==> config.mk <==
export PLATFORM = sky130hd
export DESIGN_NAME = rdp_guard
export DESIGN_NICKNAME = d
export VERILOG_FILES = /design/src/rtl/rdp_pkg.sv /design/src/rtl/rdp_rst_sync.sv /design/src/rtl/rdp_decode.sv /design/src/rtl/rdp_fsm.sv /design/src/rtl/rdp_access.sv /design/src/rtl/rdp_guard.sv
export SDC_FILE = /design/constraint.sdc
export NUM_CORES = 1
export LEC_CHECK = 0
export ABC_AREA = 1
export BUFFER_PORTS_ARGS = -buffer_cell sky130_fd_sc_hd__buf_2
export CAP_MARGIN = 10
export CELL_PAD_IN_SITES_DETAIL_PLACEMENT = 1
export CELL_PAD_IN_SITES_GLOBAL_PLACEMENT = 1
export CORE_MARGIN = 5
export CORE_UTILIZATION = 25
export CTS_BUF_LIST = sky130_fd_sc_hd__clkbuf_8
export CTS_CLUSTER_DIAMETER = 200
export DETAILED_ROUTE_END_ITERATION = 10
export GPL_TIMING_DRIVEN = 0
export PLACE_DENSITY_LB_ADDON = 0.1
export SLEW_MARGIN = 10
export SYNTH_ARGS = -nofsm -noshare
export SYNTH_HDL_FRONTEND = slang
export SYNTH_SLANG_ARGS = --single-unit
==> constraint.sdc <==
create_clock -name clk_i -period 1.2 [get_ports clk_i]
set_input_delay 0.24 -clock clk_i [delete_from_list [all_inputs] [get_ports clk_i]]
set_output_delay 0.24 -clock clk_i [all_outputs]
set_load 0.01 [all_outputs]
==> src/rtl/rdp_pkg.sv <==
package rdp_pkg;
  typedef enum logic [1:0] {LVL_OPEN = 2'd0, LVL_GUARD = 2'd1, LVL_LOCK = 2'd2} lvl_e;
  typedef enum logic [1:0] {OP_RD = 2'd0, OP_WR = 2'd1, OP_ER = 2'd2, OP_RSV = 2'd3} op_e;
  typedef enum logic [1:0] {AR_MAIN = 2'd0, AR_BKP = 2'd1, AR_OPT = 2'd2, AR_OTP = 2'd3} area_e;
  typedef enum logic [1:0] {ST_LOAD = 2'd0, ST_RUN = 2'd1, ST_ERASE = 2'd2} st_e;
endpackage

==> src/rtl/rdp_rst_sync.sv <==
module rdp_rst_sync #(
  parameter int STAGES = 2
) (
  input  logic clk_i,
  input  logic rst_ni,
  output logic rst_sync_no
);
  logic [STAGES-1:0] pipe_q;

  always_ff @(posedge clk_i or negedge rst_ni) begin
    if (!rst_ni) pipe_q <= '0;
    else         pipe_q <= {pipe_q[STAGES-2:0], 1'b1};
  end

  assign rst_sync_no = pipe_q[STAGES-1];
endmodule

==> src/rtl/rdp_decode.sv <==
module rdp_decode
  import rdp_pkg::*;
#(
  parameter int           W         = 8,
  parameter logic [W-1:0] OPEN_CODE = 8'hAA,
  parameter logic [W-1:0] LOCK_CODE = 8'hCC
) (
  input  logic [W-1:0] byte_i,
  output lvl_e         lvl_o
);
  always_comb begin
    if (byte_i == OPEN_CODE)      lvl_o = LVL_OPEN;
    else if (byte_i == LOCK_CODE) lvl_o = LVL_LOCK;
    else                          lvl_o = LVL_GUARD;
  end
endmodule

==> src/rtl/rdp_fsm.sv <==
module rdp_fsm
  import rdp_pkg::*;
(
  input  logic clk_i,
  input  logic rst_ni,
  input  lvl_e boot_lvl_i,
  input  logic req_i,
  input  lvl_e req_lvl_i,
  input  logic erase_done_i,
  output lvl_e lvl_o,
  output logic busy_o,
  output logic erase_start_o,
  output logic err_o
);
  st_e  st_q, st_d;
  lvl_e lvl_q, lvl_d;
  logic lvl_we;
  logic err_d, ers_d;

  always_comb begin
    st_d   = st_q;
    lvl_d  = lvl_q;
    lvl_we = 1'b0;
    err_d  = 1'b0;
    ers_d  = 1'b0;
    unique case (st_q)
      ST_LOAD: begin
        lvl_d  = boot_lvl_i;
        lvl_we = 1'b1;
        st_d   = ST_RUN;
      end
      ST_RUN: begin
        if (req_i) begin
          if (lvl_q == LVL_LOCK) begin
            err_d = 1'b1;
          end else if (lvl_q == LVL_GUARD && req_lvl_i == LVL_OPEN) begin
            ers_d = 1'b1;
            st_d  = ST_ERASE;
          end else if (req_lvl_i >= lvl_q) begin
            lvl_d  = req_lvl_i;
            lvl_we = 1'b1;
          end else begin
            err_d = 1'b1;
          end
        end
      end
      ST_ERASE: begin
        if (erase_done_i) begin
          lvl_d  = LVL_OPEN;
          lvl_we = 1'b1;
          st_d   = ST_RUN;
        end
      end
      default: st_d = ST_RUN;
    endcase
  end

  always_ff @(posedge clk_i or negedge rst_ni) begin
    if (!rst_ni) begin
      st_q          <= ST_LOAD;
      lvl_q         <= LVL_GUARD;
      err_o         <= 1'b0;
      erase_start_o <= 1'b0;
    end else begin
      st_q          <= st_d;
      if (lvl_we) lvl_q <= lvl_d;
      err_o         <= err_d;
      erase_start_o <= ers_d;
    end
  end

  assign lvl_o  = lvl_q;
  assign busy_o = (st_q == ST_ERASE);
endmodule

==> src/rtl/rdp_access.sv <==
module rdp_access
  import rdp_pkg::*;
(
  input  lvl_e        lvl_i,
  input  logic        ctx_flash_i,
  input  logic [1:0]  area_i,
  input  logic [1:0]  op_i,
  output logic        grant_o
);
  logic is_rd, is_wr, is_er, open_or_flash;

  always_comb begin
    is_rd         = (op_i == OP_RD);
    is_wr         = (op_i == OP_WR);
    is_er         = (op_i == OP_ER);
    open_or_flash = ctx_flash_i || (lvl_i == LVL_OPEN);
    unique case (area_i)
      AR_MAIN, AR_BKP: grant_o = (is_rd || is_wr || is_er) && open_or_flash;
      AR_OPT:          grant_o = (is_rd || is_wr) && (lvl_i != LVL_LOCK);
      default:         grant_o = is_rd && open_or_flash;
    endcase
  end
endmodule

==> src/rtl/rdp_guard.sv <==
module rdp_guard
  import rdp_pkg::*;
#(
  parameter int                 BYTE_W      = 8,
  parameter logic [BYTE_W-1:0]  OPEN_CODE   = 8'hAA,
  parameter logic [BYTE_W-1:0]  LOCK_CODE   = 8'hCC,
  parameter int                 SYNC_STAGES = 2
) (
  input  logic              clk_i,
  input  logic              rst_ni,
  input  logic [BYTE_W-1:0] opt_byte_i,
  input  logic              chg_req_i,
  input  logic [BYTE_W-1:0] chg_byte_i,
  input  logic              erase_done_i,
  input  logic              ctx_flash_i,
  input  logic [1:0]        acc_area_i,
  input  logic [1:0]        acc_op_i,
  output logic              acc_grant_o,
  output logic [1:0]        level_o,
  output logic              debug_en_o,
  output logic              sysboot_en_o,
  output logic              erase_start_o,
  output logic              erase_busy_o,
  output logic              chg_err_o
);
  logic rst_sync_n;
  lvl_e boot_lvl, req_lvl, cur_lvl;

  rdp_rst_sync #(.STAGES(SYNC_STAGES)) u_rst (
    .clk_i(clk_i), .rst_ni(rst_ni), .rst_sync_no(rst_sync_n)
  );

  rdp_decode #(.W(BYTE_W), .OPEN_CODE(OPEN_CODE), .LOCK_CODE(LOCK_CODE)) u_dec_boot (
    .byte_i(opt_byte_i), .lvl_o(boot_lvl)
  );

  rdp_decode #(.W(BYTE_W), .OPEN_CODE(OPEN_CODE), .LOCK_CODE(LOCK_CODE)) u_dec_req (
    .byte_i(chg_byte_i), .lvl_o(req_lvl)
  );

  rdp_fsm u_fsm (
    .clk_i(clk_i), .rst_ni(rst_sync_n), .boot_lvl_i(boot_lvl),
    .req_i(chg_req_i), .req_lvl_i(req_lvl), .erase_done_i(erase_done_i),
    .lvl_o(cur_lvl), .busy_o(erase_busy_o), .erase_start_o(erase_start_o),
    .err_o(chg_err_o)
  );

  rdp_access u_acc (
    .lvl_i(cur_lvl), .ctx_flash_i(ctx_flash_i), .area_i(acc_area_i),
    .op_i(acc_op_i), .grant_o(acc_grant_o)
  );

  assign level_o      = cur_lvl;
  assign debug_en_o   = (cur_lvl != LVL_LOCK);
  assign sysboot_en_o = (cur_lvl != LVL_LOCK);
endmodule

Yosys cells after proc, flatten, opt, wreduce, memory -nomap -nowiden. Cells that the tools add are included.

Bits in registers: 8. Bits in latches: 0. Memory bits (writable): 0. Bits in read-only memories: 0. Input port bits: 25. Output and inout bits: 8. Word-level logic and storage cells: 72. Memories kept: 0.

$add $sub $neg: 0. Multiply operators: 0. Divide/modulo/power cells: 0. Order comparisons: 1. Equality and inequality tests: 19. Shifts and indexed selects: 0. Muxes and demuxes: 31. Bitwise operators: 0. Reduce and logical (&&, ||, !) cells: 16.

Operators by type and width (count): equality test 8 bit, second input constant (4); 2-to-1 mux 2 bit (13); 2-to-1 mux 1 bit (14); zero test 2 bit (5); != test 2 bit, second input constant (5); equality test 2 x 1 -> 1 bit, second input constant (4); equality test 2 bit, second input constant (4); AND reduction 7 bit (1); one-hot mux 2 bit (3 select lines) (1); logical AND 1 bit (4); != test 2 x 1 -> 1 bit, second input constant (2); one-hot mux 2 bit (2 select lines) (1); AND reduction 4 bit (1); logical OR 1 bit (3); one-hot mux 1 bit (3 select lines) (1); nonzero test 3 bit (1); >= comparator 2 bit (1); one-hot mux 1 bit (2 select lines) (1); OR reduction 2 bit (1).

Depth between registers and ports, before layout. Gate-level depths: netlist of the first run.

Word-level depth: 10. Mapped depth: 15. Depth with buffers taken out: 15.

By module. From an unflattened synthesis of the first run, not the netlist that was laid out.

Cell total of the unflattened synthesis: 105. Area, all modules: 683.2 µm².

Modules (own cells, without submodules): rdp_fsm (instances 1, cells an instance 59, area each 447.9 µm², sequential area each 151.4 µm²); rdp_decode (instances 2, cells an instance 15, area each 60.1 µm², sequential area each 0.0 µm²); rdp_rst_sync (instances 1, cells an instance 3, area each 53.8 µm², sequential area each 50.0 µm²); rdp_access (instances 1, cells an instance 10, area each 46.3 µm², sequential area each 0.0 µm²); rdp_guard (instances 1, cells an instance 3, area each 15.0 µm², sequential area each 0.0 µm²).

Worst setup path after synthesis of the first run. Ideal clock, no wire load.

Path type: register to register. Start point: register u_fsm.lvl_q[1], in the netlist u_fsm.lvl_o[1]. End point: register u_fsm.lvl_q[1], in the netlist u_fsm.lvl_o[1]. Setup time: 123 ps. Arrival: 1307 ps. Required time: 1077 ps. Slack: -230 ps. Stages on the path, launching flop included: 10. Path buffers: 0. Clock period less this slack: 1430 ps. Path through: dfrtp_1 inv_1 ha_1 nand2_1 nand3b_1 nand2_1 nand2_1 nand3_2 o21ai_0 nand2_1.

Cells in the longest elaborated chain, start to end: 7. Elaborated cells on any way between the ends: 13. Classes of those cells: order compare (1); eq/ne (5); mux (5); reduce/logical (2).

Ends and longest elaborated chain: start, declared (RTL line rdp_fsm.sv:16) `lvl_e lvl_q, lvl_d;`; start signal, assigned (RTL line rdp_fsm.sv:66) `if (lvl_we) lvl_q <= lvl_d;`; >= comparator 2 bit / equality test 2 x 1 -> 1 bit (equally long branches) (RTL line rdp_fsm.sv:39, rdp_fsm.sv:36); 2-to-1 mux 1 bit / logical AND 1 bit (equally long branches) (RTL line rdp_fsm.sv:39, rdp_fsm.sv:36); 2-to-1 mux 1 bit (RTL line rdp_fsm.sv:36) `end else if (lvl_q == LVL_GUARD && req_lvl_i == LVL_OPEN) begin`; 2-to-1 mux 1 bit (RTL line rdp_fsm.sv:34) `if (lvl_q == LVL_LOCK) begin`; 2-to-1 mux 1 bit (RTL line rdp_fsm.sv:33) `if (req_i) begin`; one-hot mux 1 bit (3 select lines) (RTL line rdp_fsm.sv:26) `unique case (st_q)`; AND reduction 7 bit (no source line) *.

Mark *: on every way between the ends. The rest lies on a longest branch, timed or not. A chain may end at the register's enable or synchronous reset.

Worst setup path after layout of the first run.
Start point: register u_fsm.lvl_q[0], in the netlist u_fsm.lvl_o[0]. End point: output port acc_grant_o.

Cells in the longest elaborated chain, start to end: 4. Elaborated cells on any way between the ends: 7. Classes of those cells: eq/ne (1); mux (1); reduce/logical (5).

Ends and longest elaborated chain: zero test 2 bit (RTL line rdp_access.sv:16) `open_or_flash = ctx_flash_i || (lvl_i == LVL_OPEN);`; logical OR 1 bit (RTL line rdp_access.sv:16); logical AND 1 bit (on tied branches) (RTL line rdp_access.sv:20, rdp_access.sv:18); one-hot mux 1 bit (2 select lines) * (RTL line rdp_access.sv:17) `unique case (area_i)`; end, declared (RTL line rdp_guard.sv:18) `output logic acc_grant_o,`.

Marked as above.

==> impl_results.md, run 1 <==
- Crit path capture type: output port
- Antenna Violating Nets Remaining: 0
- CTS Buffer Depth: 2
- Post-Route WL: 2.081 mm
- Die width: 64.34 microns
- Clk_lat worst skew: ~0.23 ns
- Initial core utilization: between 20% and 30%
- Area post-placement: ~1000 sq um
- Sink Count: 8
- Switching part of the total: 39.08%
- Pin count of the biggest net entering global routing: 7
- Syn_nets: roughly 140
- Num ports: 33
- Initial antenna violation count: 0
- Final worst path period share: 122.9%
- Core Region: 2805 sq um
- Psw: around 550 uW
- Synth async-reset ratio: 100.0%
- Commonest cells in the netlist: nand2_1, inv_1, nor2_1, dfrtp_1, ha_1
- Yosys warning total: 0
- Synth top area share: 23.73%
- Gpl congestion: around 0.75
- Cell area power density: 1168 nW/um^2
- Leak pwr: around 0.66 nW
- # DRC: 0
- Fin worst setup slack: -0.2743 ns
- CTS tree: yes
- Clock share of power: 23.3%
- Cells along the critical path: nor2_1 > o221ai_1 > nand2_1 > buf_2
- Root Buffer: clkbuf_8
- Final setup fails: 10
- Vias per cell: 4.449
- Cell Int Power: 850.1 uW
- Cell Rows: 19
- Syn avg cell area: between 7 and 8 sq um
- Largest stage delay on the critical path: 0.56 ns
- Max Slew Vio Count: 0
- Crit path max fanout: 5
- Synth Register Bits: 8
- CTS H-tree lvls: 1
- Most numerous cell in the Yosys netlist: nand2_1
- Netlist cell types: 27
- Required time worst endpoint: around 0.96 ns
- HP Class: reg2async
- Share of cells above drive strength 1: 55.19%
- Pre-Repair DR Iteration Count: 2
- DRT iter0 DRCs: 18
- Power share of the combinational group: 50.3%
- IO buf count: 32
- CP max stage cell: dfstp_2
- Finished Cell Area: about 1200 sq um
- Failing checks: setup timing
- Fill cells: 357
- Num CTS Buffers: 3
- Post-Synthesis Cells: about 110
- Sequential power share: between 20% and 30%
- Area grow syn2layout: 61.86%
- Total gr overflow: 0
- Synthesized area: approximately 740 sq um
- Gr usage total: between 10% and 20%
- Final Hold Vio Count: 0
- Setup TNS Final: -1.772 ns
- WS Path Type: reg2out
- Post-synth EDFFs: 0
- Outcome: complete, but fails checks
- Number of global-route vias before repair: 919
- Chip height: 64.34 microns
- Number of diodes: 0
- Biggest area consumer among synthesized cells: dfrtp_1
- Sequential-to-total area share from yosys stat: 27.29%
- CP Launch Type: register
- DR vias: 823
- RSZ-0062 raised after global routing: yes
- Final min period: roughly 1.5 ns
- Fmax: 678.3 MHz
- Final #Nets: 186
- DR WL/cell: 11.25 microns
- Post-detail-place hpwl: 1.746 mm
- Clock transition at path regs: 0.04 ns
- Clk_skew: 0.002595 ns
- # Max-Cap Violations: 0
- Top cells by area, synth: dfrtp_1, nand2_1, ha_1
- Most frequently used flop master after synthesis: dfrtp_1
- Crit path arrival time: approximately 1.2 ns
- Die area: 4140 sq um
- Maximum vdd drop: 0.9190 mV
- First-pass GRT wire length: 3.753 mm
[through the flow]
| step | instances | worst slack, ns | util, % | total power, mW | hold slack [ns] |
|---|---|---|---|---|---|
| floorplan | 105 | -0.1670 | - | 0.7931 | -0.05559 |
| global placement | 168 | -0.4709 | 36.17 | 0.9543 | 0.02706 |
| detailed placement | 168 | -0.5200 | 36.17 | 0.9725 | 0.02828 |
| CTS | 182 | -0.2876 | 40.95 | 1.347 | 0.1039 |
| global route | 185 | -0.3618 | 42.60 | 1.526 | 0.1263 |
| finish | 185 | -0.2743 | 42.60 | 1.395 | 0.09411 |
[registers in the layout, summed over array words and instances, names as in the netlist]
signal	flops
u_fsm.erase_start_o	1
u_fsm.err_o	1
u_fsm.lvl_o	2
u_fsm.st_q	2
u_rst.pipe_q	2
[placed cells by master (no fill, tap or decap), types with 4 or more instances in the layout]
cell type,netlist,layout
inv_2,4,5
nand2_2,2,5
nor2_2,1,4
buf_4,1,14
buf_2,0,30
dfrtp_1,7,5
nand2_1,28,22
ha_1,6,4
nor2_1,11,8
inv_1,18,14
[per-layer routing]
layer	part of all wire, %	track usage, %
met5	0	0
met4	1.2	6.069
met3	4.0	3.503
met2	58	20.62
met1	37	11.62
[critical path, delay by kind of cell (launching register included)]
kind	cells	cell delay, ns
AND/OR/NAND/NOR	2	0.14
AO/OA/AOI/OAI	1	0.17
flip-flops	1	0.56
buffers and inverters	1	0.14
[logic make-up after synthesis]
group           share of synthesized area (%)
simple gates                            37.97
buf+inv                                 12.20
compound gates                          11.87
flops                                   27.29
fa+ha+maj                               10.17
other cells                            0.5080
[final cells by class]
type | instances | area [sq um] | share of cell area (%)
Timing Repair Buffer | 45 | 269.0 | 22.51
Multi-Input combinational cell | 74 | 523.0 | 43.77
Tap cell | 31 | 38.79 | 3.246
Inverter | 22 | 107.6 | 9.005
Clock buffer | 3 | 41.29 | 3.455
Clock inverter | 1 | 3.754 | 0.3141
Sequential cell | 8 | 203.9 | 17.07
Buffer | 1 | 7.507 | 0.6283
[final timing paths]
| check | startpoint | to | slack, ns | cells past startpoint |
|---|---|---|---|---|
| max in group asynchronous | rst_ni | u_rst.pipe_q[1] | 0.78 | 2 |
| hold / removal | u_rst.pipe_q[1] | u_fsm.err_o | 0.09 | 0 |
| hold reg to reg | u_rst.pipe_q[1] | u_fsm.err_o | 0.09 | 0 |
| setup / recovery | u_fsm.lvl_o[0] | acc_grant_o | -0.27 | 4 |
| min in group clk_i | chg_req_i | u_fsm.erase_start_o | 0.26 | 3 |
| setup reg to reg | u_fsm.lvl_o[0] | u_fsm.lvl_o[1] | -0.27 | 9 |
[what timing repair did]
| item | 4_1_cts | 5_1_grt |
|---|---|---|
| setup buffers | 9 | 3 |
| hold buffers | 1 | 0 |
| resized for setup | 4 | 8 |
| pin swaps | 2 | 1 |
| hold endpoints to repair | 2 | 0 |
| endpoints found under the setup margin | 10 | 11 |
[power groups by stage]
stage,registers [mW],clock network [mW],logic [mW]
6_report,0.368,0.325,0.702
3_5_place_dp,0.377,0,0.596
3_3_place_gp,0.375,0,0.579
5_1_grt,0.376,0.360,0.789
4_1_cts,0.368,0.336,0.643
2_1_floorplan,0.371,0,0.422
(Power assumes the default switching activity.)
==> run 2, diff against run 1 <==
- MAX_ROUTING_LAYER: not set -> met4
==> run 2 against run 1 <==
Fmax barely moved. Combinational power about the same. The run still ends with setup timing left. Register-to-register slack about the same. Via count rose by 0.24%. Worst setup slack hardly changed. Largest power group unchanged. Largest cell class unchanged. Sequential share of layout area did not move. Clock power about the same. First-iteration DRC count fell by 56%. Non-clock buffer count is the same.
==> impl_results.md, run 2 (same netlist as run 1, synthesis figures left out) <==
- Outcome: complete, but fails checks
- Failing checks: setup timing
- DR vias: between 800 and 900
- Commonest non-fill, non-tap cell in the layout: buf_2
- CP Launch Type: register
- Leak pwr: 0.6643 nW
- First-pass GRT wire length: 3.760 mm
- CTS tree: yes
- Final worst path period share: 122.9%
- Crit path max fanout: 5
- Final Core Density: 42.60%
- Gpl congestion: 0.7570
- Fmax: between 600 and 700 MHz
- Crit path arrival time: approximately 1.2 ns
- Die area: between 4000 and 5000 sq um
- Num CTS Buffers: 3
- Maximum vdd drop: 0.9191 mV
- Clk_skew: around 0.0026 ns
- Clk_lat worst skew: between 0.2 and 0.25 ns
- Post-detail-place hpwl: 1.746 mm
- Chip height: 64.34 microns
- Cell area power density: 1168 nW/um^2
- CTS Buffer Depth: 2
- Final #Nets: 186
- Initial antenna violation count: 0
- Fin worst setup slack: -0.2742 ns
- # Max-Cap Violations: 0
- # DRC: 0
- Sink Count: 8
- DR WL/cell: 11.25 microns
- Gr usage total: a little under an eighth
- Die width: 64.34 microns
- Initial core utilization: 26.32%
- WS Path Type: reg2out
- IO buf count: 32
- Global Route met3 Usage: approximately 3.5%
- Final setup fails: 10
- DRT iter0 DRCs: 8
- Max Slew Vio Count: 0
- Number of global-route vias before repair: 919
- Pre-Repair DR Iteration Count: 2
- Most frequent cells in the layout: buf_2, nand2_1, inv_1, buf_4, nor2_1
- HP Class: reg2async
- Crit path capture type: output port
- Root Buffer: clkbuf_8
- CTS H-tree lvls: 1
- Fill cells: 357
- Total gr overflow: 0
- Antenna Violating Nets Remaining: 0
- GRT met2 Usage: roughly a fifth
- Required time worst endpoint: between 0.9 and 1 ns
- Area grow syn2layout: 61.86%
- Vias per cell: 4.459
- Num ports: 33
- Clock transition at path regs: 0.04 ns
- Number of diodes: 0
- Post-Route WL: 2.081 mm
- Core Region: roughly 2800 sq um
- Cell Rows: 19
- Worst Hold Margin: roughly 0.094 ns
- Global routing met1 resource utilization: 11.62%
- Final min period: 1.474 ns
- Most used routing layer: met2
- Final Hold Vio Count: 0
- Pin count of the biggest net entering global routing: 7
- Share of cells above drive strength 1: ~55%
- RSZ-0062 raised after global routing: yes
## run 2: cell counts in the layout (fill, tap and decap cells not counted)
Identical to the previous run, type by type.
## run 2: final cells by class
| type | count | area, sq um | share of cell area [%] |
|---|---|---|---|
| inverters | 22 | 107.6 | 9.005 |
| clock buffers | 3 | 41.29 | 3.455 |
| clock inverters | 1 | 3.754 | 0.3141 |
| multi-input cells | 74 | 523.0 | 43.77 |
| plain buffers | 1 | 7.507 | 0.6283 |
| flip-flops and latches | 8 | 203.9 | 17.07 |
| repair buffers | 45 | 269.0 | 22.51 |
| well taps | 31 | 38.79 | 3.246 |
## run 2: per-stage QoR
stage / total power, mW / instance area (sq um) / worst slack [ns] / TNS (ns) / instances
after CTS: 1.347 / 1149 / -0.2876 / -1.796 / 182
final: 1.396 / 1195 / -0.2742 / -1.772 / 185
after detailed placement: 0.9725 / 1015 / -0.5200 / -1.796 / 168
after global routing: 1.526 / 1195 / -0.3618 / -2.562 / 185
after floorplan: 0.7931 / 815.8 / -0.1670 / -0.4530 / 105
after global placement: 0.9543 / 1015 / -0.4709 / -1.650 / 168
## run 2: worst max-delay path: stages, from the launching register on
cell      delay, ns
dfstp_2        0.56
nor2_1         0.06
o221ai_1       0.17
nand2_1        0.08
buf_2          0.14
## run 2: power breakdown
| part | total [mW] | internal [mW] | leakage [nW] | switching [mW] |
|---|---|---|---|---|
| logic | 0.702 | 0.305 | 0.543 | 0.397 |
| registers | 0.368 | 0.323 | 0.0946 | 0.0442 |
| clock network | 0.326 | 0.221 | 0.0269 | 0.104 |
## run 2: repair_timing
action,in CTS,in global routing
pin swaps,2,1
gates resized for setup,4,8
setup buffers,9,3
hold buffers,1,0
hold endpoints to repair,2,0
setup endpoints to repair,10,11
gates cloned,0,0
## run 2: worst paths after layout
kind	from	endpoint	slack, ns	depth (start not counted)
worst max-delay path	u_fsm.lvl_o[0]	acc_grant_o	-0.27	4
max in group asynchronous	rst_ni	u_rst.pipe_q[1]	0.78	2
worst min-delay path	u_rst.pipe_q[1]	u_fsm.err_o	0.09	0
worst min register to register	u_rst.pipe_q[1]	u_fsm.err_o	0.09	0
worst max register to register	u_fsm.lvl_o[0]	u_fsm.lvl_o[1]	-0.27	9
min in group clk_i	chg_req_i	u_fsm.erase_start_o	0.26	3
## run 2: metal layers
metal | vias up | wire length (microns)
met3 | 6 | 84
met2 | 19 | 1194
met4 | 0 | 40
met5 | - | 0
li1 | 421 | -
met1 | 379 | 761
==> run 3, diff against run 2 <==
- clock period: 1.2 -> 1.8 ns (I/O delays scaled with it)
==> run 3 against run 2 <==
The flow now finishes without violations. Largest power group unchanged. Highest routed layer unchanged. Critical endpoint unchanged. Design area is 17% lower. Sequential cell count unchanged. Cell count decreased by 6.5%. Sequential power decreased by 33%. Utilization fell by 7.2 points.
==> impl_results.md, run 3 (same netlist as run 1, synthesis figures left out) <==
- Outcome: finished clean
- CP top delay family: flip-flops
- Largest stage delay on the critical path: 0.56 ns
- Power share of the combinational group: a little over two fifths
- CTS Buffer Depth: 2
- Area grow syn2layout: 34.41%
- Crit path max fanout: 5
- Sink Count: 8
- # Max-Cap Violations: 0
- Fmax: 623.4 MHz
- Chip height: 64.34 microns
- Post-Route WL: roughly 1.9 mm
- Cells along the critical path: nor2_1 > o221ai_1 > nand2_1 > buf_2
- Total gr overflow: 0
- Final setup fails: 0
- Final #Nets: 174
- Pin count of the biggest net entering global routing: 7
- HP Class: reg2async
- Clk_skew: 0.008132 ns
- CP Launch Type: register
- Clock transition at path regs: 0.05 ns
- Cell Rows: 19
- Final min period: ~1.6 ns
- Number of diodes: 0
- Cell area power density: 847.2 nW/um^2
- Leak pwr: slightly below 0.6 nW
- Maximum vdd drop: between 0.4 and 0.5 mV
- Finished Layout Cells: approximately 170
- Root Buffer: clkbuf_8
- Psw: 327.4 uW
- Gpl congestion: between 0.7 and 0.8
- Fin worst setup slack: approximately 0.20 ns
- Sequential power share: 29.5%
- Setup repair bufs after CTS: 0
- Final worst path period share: 89.12%
- Setup TNS Final: 0 ns
- Max Slew Vio Count: 0
- Final Hold Vio Count: 0
- IO buf count: 32
- Die width: 64.34 microns
- Share of cells above drive strength 1: approximately 37%
- Antenna Violating Nets Remaining: 0
- CP Buf/Inv Count: 1
- Vias per cell: 4.480
- Commonest non-fill, non-tap cell in the layout: buf_2
- Post-CTS Hold Buffers: 1
- Post-detail-place hpwl: 1.685 mm
- Num ports: 33
- Clock share of power: 26.9%
- DRT iter0 DRCs: 6
- Initial antenna violation count: 0
- Total power: 840.6 uW
- Pre-Repair DR Iteration Count: 2
- CTS tree: yes
- Crit path arrival time: 1.24 ns
- Cell Int Power: roughly 510 uW
- First-pass GRT wire length: 3.456 mm
- Dpl cells: 168
- Worst Hold Margin: 0.1122 ns
- Pre-CTS setup slack: -0.04570 ns
- Die area: 4140 sq um
- Required time worst endpoint: 1.44 ns
- Number of global-route vias before repair: 820
- DR WL/cell: 10.97 microns
- Most frequent cells in the layout: buf_2, nand2_1, inv_1
- Initial core utilization: a little over a quarter
- WS Path Type: reg2out
- Num CTS Buffers: 3
- Core Region: 2805 sq um
- # DRC: 0
- Crit path capture type: output port
- Clk_lat worst skew: 0.23 ns
- CTS H-tree lvls: 1
- Gr usage total: 10.51%
- RSZ-0062 raised after global routing: no
- CP max stage cell: dfstp_2
- Switching part of the total: 38.95%
- CTS resizes: 0
- Fill cells: 371
- DR vias: a little under 800
## run 3: changes by cell type in the layout (fill, tap and decap cells not counted), moves of 3 or more
| cell | change |
|---|---|
| buf_4 | -13 |
| nand2_2 | -3 |
| nand2_1 | +6 |
| nor2_1 | +3 |
| inv_1 | +5 |
| nor2_2 | -3 |
## run 3: final cells by class
cell class              count  area, sq um  share of cell area [%]
plain buffers               1        7.507                  0.7566
clock buffers               3        41.29                   4.161
clock inverters             1        3.754                  0.3783
inverters                  22        82.58                   8.323
multi-input cells          74        446.7                   45.02
flip-flops and latches      8        201.4                   20.30
well taps                  31        38.79                   3.909
repair buffers             33        170.2                   17.15
## run 3: per-layer routing
layer	vias up	global-route usage, %	share of wire, %
met5	-	-	0
met4	0	1.583	0.21
met3	2	3.327	6.5
met2	20	18.43	52
met1	358	11.92	41
li1	395	-	-
## run 3: power groups by stage
stage / combinational, mW / clock, mW / sequential [mW]
final: 0.367 / 0.226 / 0.248
after detailed placement: 0.371 / 0 / 0.251
after global routing: 0.423 / 0.248 / 0.254
after CTS: 0.376 / 0.236 / 0.249
after floorplan: 0.265 / 0 / 0.247
after global placement: 0.363 / 0 / 0.248
## run 3: worst paths after layout
kind / from / to / slack (ns) / cells after the start
max: u_fsm.lvl_o[0] / acc_grant_o / 0.20 / 4
min: u_rst.pipe_q[1] / u_fsm.st_q[0] / 0.11 / 0
max reg2reg: u_fsm.st_q[1] / u_fsm.lvl_o[1] / 0.26 / 8
min reg2reg: u_rst.pipe_q[1] / u_fsm.st_q[0] / 0.11 / 0
max in group asynchronous: rst_ni / u_rst.pipe_q[0] / 1.26 / 2
min in group clk_i: u_rst.pipe_q[0] / u_rst.pipe_q[1] / 0.36 / 0
## run 3: through the flow
stage	utilization, %	cell area (sq um)
global route	35.37	992.2
finish	35.37	992.2
floorplan	-	738.2
global placement	33.41	937.1
detailed placement	33.41	937.1
CTS	35.37	992.2
